==> config.mk <==
export PLATFORM = sky130hd
export DESIGN_NAME = wait_scoreboard
export DESIGN_NICKNAME = d
export VERILOG_FILES = /design/src/rtl/wait_pkg.sv /design/src/rtl/wait_cnt_ctr.sv /design/src/rtl/wait_thr_reg.sv /design/src/rtl/wait_scoreboard.sv
export SDC_FILE = /design/constraint.sdc
export NUM_CORES = 1
export LEC_CHECK = 0
export ABC_CLOCK_PERIOD_IN_PS = 2900
export BUFFER_PORTS_ARGS = -buffer_cell sky130_fd_sc_hd__buf_2
export CAP_MARGIN = 20
export CORE_MARGIN = 2
export CORE_UTILIZATION = 54
export DETAILED_ROUTE_END_ITERATION = 8
export GPL_TIMING_DRIVEN = 1
export PLACE_DENSITY = 0.78
export SLEW_MARGIN = 20
export SYNTH_ARGS = -nofsm -noshare
export SYNTH_HDL_FRONTEND = slang
export SYNTH_SLANG_ARGS = --single-unit
export TNS_END_PERCENT = 100
==> constraint.sdc <==
create_clock -name clk_i -period 2.9 [get_ports clk_i]
set_input_delay 0.29 -clock clk_i [delete_from_list [all_inputs] [get_ports clk_i]]
set_output_delay 0.29 -clock clk_i [all_outputs]
set_load 0.01 [all_outputs]
==> src/rtl/wait_pkg.sv <==
package wait_pkg;
  localparam int N_CLS    = 3;
  localparam int CLS_VM   = 0;
  localparam int CLS_EXP  = 1;
  localparam int CLS_LGKM = 2;

  function automatic int thr_width(int cls, int vm_w, int exp_w, int lgkm_w);
    if (cls == CLS_VM)  return vm_w;
    if (cls == CLS_EXP) return exp_w;
    return lgkm_w;
  endfunction

  function automatic int max3(int a, int b, int c);
    int m;
    m = (a > b) ? a : b;
    return (m > c) ? m : c;
  endfunction
endpackage

==> src/rtl/wait_cnt_ctr.sv <==
module wait_cnt_ctr #(
  parameter int CNT_W = 6
) (
  input  logic             clk_i,
  input  logic             rst_ni,
  input  logic [1:0]       inc_i,
  input  logic [1:0]       dec_i,
  output logic [CNT_W-1:0] cnt_o,
  output logic             under_o
);
  localparam int SUM_W   = CNT_W + 3;
  localparam int CNT_MAX = (1 << CNT_W) - 1;

  logic signed [SUM_W-1:0] sum;
  logic [CNT_W-1:0]        cnt_q, cnt_d;

  always_comb begin
    sum     = $signed(SUM_W'(cnt_q)) + $signed(SUM_W'(inc_i)) - $signed(SUM_W'(dec_i));
    under_o = (sum < 0);
    if (sum < 0)                        cnt_d = '0;
    else if (sum > SUM_W'(CNT_MAX))     cnt_d = CNT_W'(CNT_MAX);
    else                                cnt_d = sum[CNT_W-1:0];
  end

  always_ff @(posedge clk_i or negedge rst_ni)
    if (!rst_ni) cnt_q <= '0;
    else         cnt_q <= cnt_d;

  assign cnt_o = cnt_q;

  AST_HOLD_BALANCE: assert property (@(posedge clk_i) disable iff (!rst_ni)
    (inc_i == dec_i) |=> $stable(cnt_q));
  AST_SAT_TOP: assert property (@(posedge clk_i) disable iff (!rst_ni)
    (cnt_q == CNT_W'(CNT_MAX) && inc_i > dec_i) |=> (cnt_q == CNT_W'(CNT_MAX)));
  AST_ZERO_FLOOR: assert property (@(posedge clk_i) disable iff (!rst_ni)
    (cnt_q == '0 && dec_i > inc_i) |=> (cnt_q == '0));
endmodule

==> src/rtl/wait_thr_reg.sv <==
module wait_thr_reg #(
  parameter int W = 4
) (
  input  logic         clk_i,
  input  logic         rst_ni,
  input  logic         load_i,
  input  logic [W-1:0] field_i,
  input  logic         clear_i,
  output logic         armed_o,
  output logic [W-1:0] thr_o
);
  logic         armed_q;
  logic [W-1:0] thr_q;

  always_ff @(posedge clk_i or negedge rst_ni)
    if (!rst_ni) begin
      armed_q <= 1'b0;
      thr_q   <= '0;
    end else if (load_i) begin
      armed_q <= (field_i != {W{1'b1}});
      thr_q   <= field_i;
    end else if (clear_i) begin
      armed_q <= 1'b0;
    end

  assign armed_o = armed_q;
  assign thr_o   = thr_q;

  AST_DISABLED_UNSET: assert property (@(posedge clk_i) disable iff (!rst_ni)
    (load_i && field_i == {W{1'b1}}) |=> !armed_o);
  AST_LOAD_ARMS: assert property (@(posedge clk_i) disable iff (!rst_ni)
    (load_i && field_i != {W{1'b1}}) |=> (armed_o && thr_o == $past(field_i)));
endmodule

==> src/rtl/wait_scoreboard.sv <==
module wait_scoreboard
  import wait_pkg::*;
#(
  parameter int CNT_W      = 6,
  parameter int VM_THR_W   = 4,
  parameter int EXP_THR_W  = 3,
  parameter int LGKM_THR_W = 5
) (
  input  logic                  clk_i,
  input  logic                  rst_ni,
  input  logic                  vm_issue_i,
  input  logic                  exp_issue_i,
  input  logic                  lgkm_issue_i,
  input  logic                  vm_done_i,
  input  logic                  exp_done_i,
  input  logic                  lgkm_done_i,
  input  logic                  flat_issue_i,
  input  logic                  flat_issue_shared_i,
  input  logic                  flat_done_i,
  input  logic                  flat_done_shared_i,
  input  logic                  wait_load_i,
  input  logic [VM_THR_W-1:0]   wait_vm_i,
  input  logic [EXP_THR_W-1:0]  wait_exp_i,
  input  logic [LGKM_THR_W-1:0] wait_lgkm_i,
  output logic                  stall_o,
  output logic [N_CLS-1:0]      armed_o,
  output logic [CNT_W-1:0]      vm_cnt_o,
  output logic [CNT_W-1:0]      exp_cnt_o,
  output logic [CNT_W-1:0]      lgkm_cnt_o,
  output logic                  underflow_o
);
  localparam int TWM = max3(VM_THR_W, EXP_THR_W, LGKM_THR_W);

  logic [1:0]       inc   [N_CLS];
  logic [1:0]       dec   [N_CLS];
  logic [CNT_W-1:0] cnt   [N_CLS];
  logic [TWM-1:0]   field [N_CLS];
  logic [TWM-1:0]   thr   [N_CLS];
  logic [N_CLS-1:0] under, armed, sat;
  logic             clear, err_q;

  // flat accesses resolve to vm (global/private) or lgkm (group)
  assign inc[CLS_VM]   = 2'(vm_issue_i) + 2'(flat_issue_i & ~flat_issue_shared_i);
  assign inc[CLS_EXP]  = 2'(exp_issue_i);
  assign inc[CLS_LGKM] = 2'(lgkm_issue_i) + 2'(flat_issue_i & flat_issue_shared_i);
  assign dec[CLS_VM]   = 2'(vm_done_i) + 2'(flat_done_i & ~flat_done_shared_i);
  assign dec[CLS_EXP]  = 2'(exp_done_i);
  assign dec[CLS_LGKM] = 2'(lgkm_done_i) + 2'(flat_done_i & flat_done_shared_i);

  assign field[CLS_VM]   = TWM'(wait_vm_i);
  assign field[CLS_EXP]  = TWM'(wait_exp_i);
  assign field[CLS_LGKM] = TWM'(wait_lgkm_i);

  for (genvar g = 0; g < N_CLS; g++) begin : g_cls
    localparam int TW = thr_width(g, VM_THR_W, EXP_THR_W, LGKM_THR_W);

    wait_cnt_ctr #(.CNT_W(CNT_W)) u_ctr (
      .clk_i   (clk_i),
      .rst_ni  (rst_ni),
      .inc_i   (inc[g]),
      .dec_i   (dec[g]),
      .cnt_o   (cnt[g]),
      .under_o (under[g])
    );

    wait_thr_reg #(.W(TW)) u_thr (
      .clk_i   (clk_i),
      .rst_ni  (rst_ni),
      .load_i  (wait_load_i),
      .field_i (field[g][TW-1:0]),
      .clear_i (clear),
      .armed_o (armed[g]),
      .thr_o   (thr[g][TW-1:0])
    );

    if (TW < TWM) begin : g_pad
      assign thr[g][TWM-1:TW] = '0;
    end

    assign sat[g] = (32'(cnt[g]) <= 32'(thr[g]));
  end

  assign stall_o = |(armed & ~sat);
  assign clear   = (|armed) & ~stall_o & ~wait_load_i;

  always_ff @(posedge clk_i or negedge rst_ni)
    if (!rst_ni)      err_q <= 1'b0;
    else if (|under)  err_q <= 1'b1;

  assign armed_o     = armed;
  assign underflow_o = err_q;
  assign vm_cnt_o    = cnt[CLS_VM];
  assign exp_cnt_o   = cnt[CLS_EXP];
  assign lgkm_cnt_o  = cnt[CLS_LGKM];

  AST_ERR_STICKY: assert property (@(posedge clk_i) disable iff (!rst_ni)
    underflow_o |=> underflow_o);
  AST_STALL_ARMED: assert property (@(posedge clk_i) disable iff (!rst_ni)
    stall_o |-> (|armed_o));
  AST_CLEAR_UNSET: assert property (@(posedge clk_i) disable iff (!rst_ni)
    ((|armed_o) && !stall_o && !wait_load_i) |=> (armed_o == '0));
  AST_IDLE_NO_STALL: assert property (@(posedge clk_i) disable iff (!rst_ni)
    (armed_o == '0) |-> !stall_o);
endmodule

Yosys cells after proc, flatten, opt, wreduce, memory -nomap -nowiden. Index checks and enable logic that the tools add are counted.

Add/subtract/negate cells: 10. Magnitude comparators: 9. Eq/ne operators: 3. Muxes and demuxes: 10. Bitwise gates (word level): 12. Reduce and logical (&&, ||, !) cells: 4.

Operator list (number): $mux 6 (6); $gt 9x7->1 const B (3); $lt 9x1->1 const B (3); $sub 7x2->8 (2); $add 6x2->7 (2); $reduce_or 3->1 (3); $sub 7x1->8 (1); $add 6x1->7 (1); $le 6x3->1 (1); $le 6x4->1 (1); $le 6x5->1 (1); $ne 5x5->1 const B (1); $add 1x1->2 (2); $add 1x2->2 (2); $and 1x1->1 (4); $and 1x2->2 (2); $mux 1 (4); $ne 4x4->1 const B (1); $not 1->2 (2); $and 3x3->3 (1); $ne 3x3->1 const B (1); $not 3->3 (1); $not 1->1 (2); $reduce_bool 2->1 (1).

Flip-flop bits (word level): 34. Input bits: 25. Output and inout port bits: 23. Logic and storage cells: 58.

Logic depth before layout (Yosys ltp).
Depth after elaboration: 9. Depth in mapped cells: 12. Gate-level depth less buffers: 12.

Hierarchy. Synthesis repeated with hierarchy kept, for this count alone.

Cells, all modules: 283. Area total of the unflattened synthesis: 2770.2 µm².

By module, submodules not included: wait_cnt_ctr (g_cls[1].u_ctr ...) (times used 2, cells each 61, area each 565.5 µm²); wait_cnt_ctr (g_cls[0].u_ctr) (times used 1, cells each 61, area each 560.5 µm²); wait_scoreboard (times used 1, cells each 62, area each 470.5 µm²); wait_thr_reg (g_cls[2].u_thr) (times used 1, cells each 16, area each 262.8 µm²); wait_thr_reg (g_cls[0].u_thr) (times used 1, cells each 12, area each 190.2 µm²); wait_thr_reg (g_cls[1].u_thr) (times used 1, cells each 10, area each 155.1 µm²).

Worst setup path after synthesis. Ideal clock, no wire load.

Kind: input to register. Start: input port flat_issue_shared_i. End: register err_q, in the netlist underflow_o. Library setup time: 69 ps. Data arrival time: 2531 ps. Data required time: 2831 ps. Setup slack: 300 ps. Stages on the path: 12. Buffers on the path: 0. Path through: and2_1 fa_1 inv_1 fa_1 inv_1 ha_1 fa_1 a21o_1 a21o_1 a21boi_1 nor2_1 nand3_1.

Word-level cells in the longest chain between the ends: 7.

RTL lines: start, declared (RTL line wait_scoreboard.sv:18) `input logic flat_issue_shared_i,`; $not 1->2 (RTL line wait_scoreboard.sv:43) `assign inc[CLS_VM] = 2'(vm_issue_i) + 2'(flat_issue_i & ~flat_issue_shared_i);`; $and 1x2->2 (RTL line wait_scoreboard.sv:43); $add 1x2->2 (RTL line wait_scoreboard.sv:43); $add 6x2->7 (RTL line wait_cnt_ctr.sv:18) `sum = $signed(SUM_W'(cnt_q)) + $signed(SUM_W'(inc_i)) - $signed(SUM_W'(dec_i));`; $sub 7x2->8 (RTL line wait_cnt_ctr.sv:18); $lt 9x1->1 (RTL line wait_cnt_ctr.sv:19) `under_o = (sum < 0);`; $reduce_or 3->1 (*) (RTL line wait_scoreboard.sv:88) `else if (|under) err_q <= 1'b1;`; end signal, assigned (RTL line wait_scoreboard.sv:87) `if (!rst_ni) err_q <= 1'b0;`; end signal, assigned (RTL line wait_scoreboard.sv:88); end, declared (RTL line wait_scoreboard.sv:40) `logic clear, err_q;`.

Mark *: on every way between the ends. The rest lies on a longest branch, timed or not. A chain may end at the register's enable or synchronous reset.

Final worst setup path.
Start: register g_cls[2].u_ctr.cnt_q[4]. End: output port stall_o.

Word-level cells in the longest chain between the ends: 4.

RTL lines: start, declared (RTL line wait_cnt_ctr.sv:15) `logic [CNT_W-1:0] cnt_q, cnt_d;`; start signal, assigned (RTL line wait_cnt_ctr.sv:27) `else cnt_q <= cnt_d;`; $le 6x5->1 (RTL line wait_scoreboard.sv:80) `assign sat[g] = (32'(cnt[g]) <= 32'(thr[g]));`; $not 3->3 (RTL line wait_scoreboard.sv:83) `assign stall_o = |(armed & ~sat);`; $and 3x3->3 (RTL line wait_scoreboard.sv:83); $reduce_or 3->1 (RTL line wait_scoreboard.sv:83); end, declared (RTL line wait_scoreboard.sv:25) `output logic stall_o,`.

Every way passes these cells.

==> run metrics <==
Core Area 4410 um2; Total GRT Usage 20.4%; min Tclk post-route 2.53 ns; ys flop type dfrtp_1; Achievable Freq 0.396 GHz; syn nets 340; WL/cell 13.0 um; setup TNS 0 ns; first-pass GRT wire length 8350 um; FF+latch count, synth 34; Post-Place Cells 364; crit path launch type flop; status complete, no violations; Die W 72.3 um; Detail Route Antenna Nets 0; Post-synth ARST share 100%; Slew @ Worst Pin 0.729 ns; chip height 72.3 um; layout net count 390; post-route insts no fill 372; Detailed Route Iter0 Violations 64; clk_lat worst skew 0.28 ns; CP Capture Type output port; number of H-tree levels 2; DIE AREA 5230 um2; Max Cap Viol 0; Req. time, crit path 2.61 ns; clock tree sinks 34; FF/Latch Area 851 um2; post-synth top area share 33.8%; Worst path max stage delay 0.42 ns; share of cells above drive strength 1 19.4%; postcts setup bufs 0; CTS tree built; crit-path cells ha_1 -> a211o_1 -> a31oi_1 -> a21boi_1 -> a211oi_1 -> inv_1 -> buf_2; most common cell after layout, fill and taps aside inv_1; Synth area leaders dfrtp_1, ha_1, inv_1; footprint of the multi-input gates 1440 um2; average size of a mapped cell 9.37 um2; Final Setup Violations 0; reg2reg start g_cls[0].u_ctr.cnt_o[1]; TritonCTS buffer count 5; RSZ-0062 raised after global routing no; Worst Path Max Fanout 4; pwr dens 1150 nW/um2; number of diodes 0; total gr overflow 0; DRT Pass-1 Iters 4; VDD IR max 0.793 mV; Cell variety after synth 34; CTS resizes 0; routed wire length 4840 um; Relative slew margins 51.4%; Worst Skew 0.00513 ns; Initial Util 57.1%; crit path kind reg -> out; largest net degree at the start of global routing 35; Final Max Tran Viols 0; clk buf depth 2; final hold vios 0; # port buffers 47; Leakage 1.53 nW; Post-route DRC 0; clock tree root buffer cell clkbuf_8; post-synthesis sequential area ratio 33.8%; crit path launch g_cls[2].u_ctr.cnt_o[4]; Buf+Inv Stages, Crit Path 2; CP arrival 2.24 ns; number of flops mapped to enable cells by yosys 0; Critical-path top delay cell dfrtp_1; Largest delay share family, worst path compound AO/OA/AOI/OAI gates; Synth Instances 269; Tcrit/Tclk final 87.2%; I/O pins 48; routed vias/inst 5.41; hpwl dp 3770 um; initial antenna violation count 0; largest area contributor in the netlist dfrtp_1; hold buffer count at CTS 0; Post-Syn Area 2520 um2; GPL Wtd Cong 0.787; Ys Warns 0; Site Rows 24; clock slew at reported path FFs 0.07 ns; HP Class in -> async; Layout Area Growth over Synthesis 15.5%; vias in the first global route 1958; Vias 2011; most frequent cells in the layout inv_1, buf_2, ha_1; fillers 375
==> path summary, 6_finish.rpt <==
path	cells after the start	slack [ns]	endpoint
worst min register to register	2	0.53	underflow_o
worst min-delay path	1	0.05	g_cls[2].u_ctr.cnt_o[5]
worst max-delay path	7	0.37	stall_o
min in group clk_i	3	0.22	g_cls[2].u_thr.thr_o[3]
max in group asynchronous	1	2.37	g_cls[1].u_ctr.cnt_o[1]
worst max register to register	7	0.39	g_cls[0].u_ctr.cnt_o[5]
==> worst register-to-register path, delay by kind of cell (launching register included) <==
| family | cells | cell delay (ns) |
|---|---|---|
| adder cells (fa/ha/maj) | 2 | 1.04 |
| AO/OA/AOI/OAI | 4 | 0.66 |
| flip-flops | 1 | 0.42 |
| XOR/XNOR | 1 | 0.25 |
==> report_power, final <==
group	internal, mW	switching, mW
logic	1.01	1.14
registers	0.642	0.138
clock network	0.240	0.170
total	1.89	1.45
==> registers in the layout, indices dropped and copies added, names as in the netlist <==
register             flops
g_cls.u_ctr.cnt_o       18
underflow_o              1
g_cls.u_thr.armed_o      3
g_cls.u_thr.thr_o       12
==> metal layers <==
layer  global-route usage (%)  wire length (um)  vias up
met5                        0                 0        -
met3                     5.69               222       11
li1                         -                 -     1004
met1                     26.3              2280      958
met4                     5.66                71        0
met2                     33.7              2270       38
==> stage by stage <==
stage	worst slack, ns	power (mW)	hold WS (ns)	util, %	area, um2
3_3_place_gp	0.151	2.86	0.386	63.5	2800
6_report	0.372	3.34	0.0544	66.0	2910
5_1_grt	0.234	3.68	0.124	66.0	2910
4_1_cts	0.361	3.36	0.0824	66.0	2910
3_5_place_dp	0.0486	2.93	0.388	63.5	2800
2_1_floorplan	0.300	2.40	-0.00559	-	2520
==> cell families (layout without fill, tap and decap cells) <==
family,count (synthesis),count (layout),synth area share [%]
XOR/XNOR,12,12,4.17
multiplexers,4,4,1.94
AND/OR/NAND/NOR,35,35,6.85
adder cells (fa/ha/maj),46,46,24.6
flip-flops,34,34,33.8
buffers and inverters,58,109,9.09
AO/OA/AOI/OAI,80,80,19.6
==> final cells by class <==
type                    count  share of cell area [%]
clock buffers               8                    3.78
multi-input cells         177                    49.5
repair buffers             49                    8.59
well taps                  52                    2.23
inverters                  52                    6.70
flip-flops and latches     34                    29.2
==> Yosys cell counts (4+ instances only) <==
master	n
o21a_1	7
a211oi_1	7
a21o_1	6
nor2_1	4
a21oi_1	22
inv_1	52
ha_1	40
xor2_1	4
dfrtp_1	34
nand2_1	15
nor2b_1	5
fa_1	6
nand3_1	5
o21bai_1	5
xnor2_1	8
o21ai_0	21
Power figures use the tool's default switching activity.
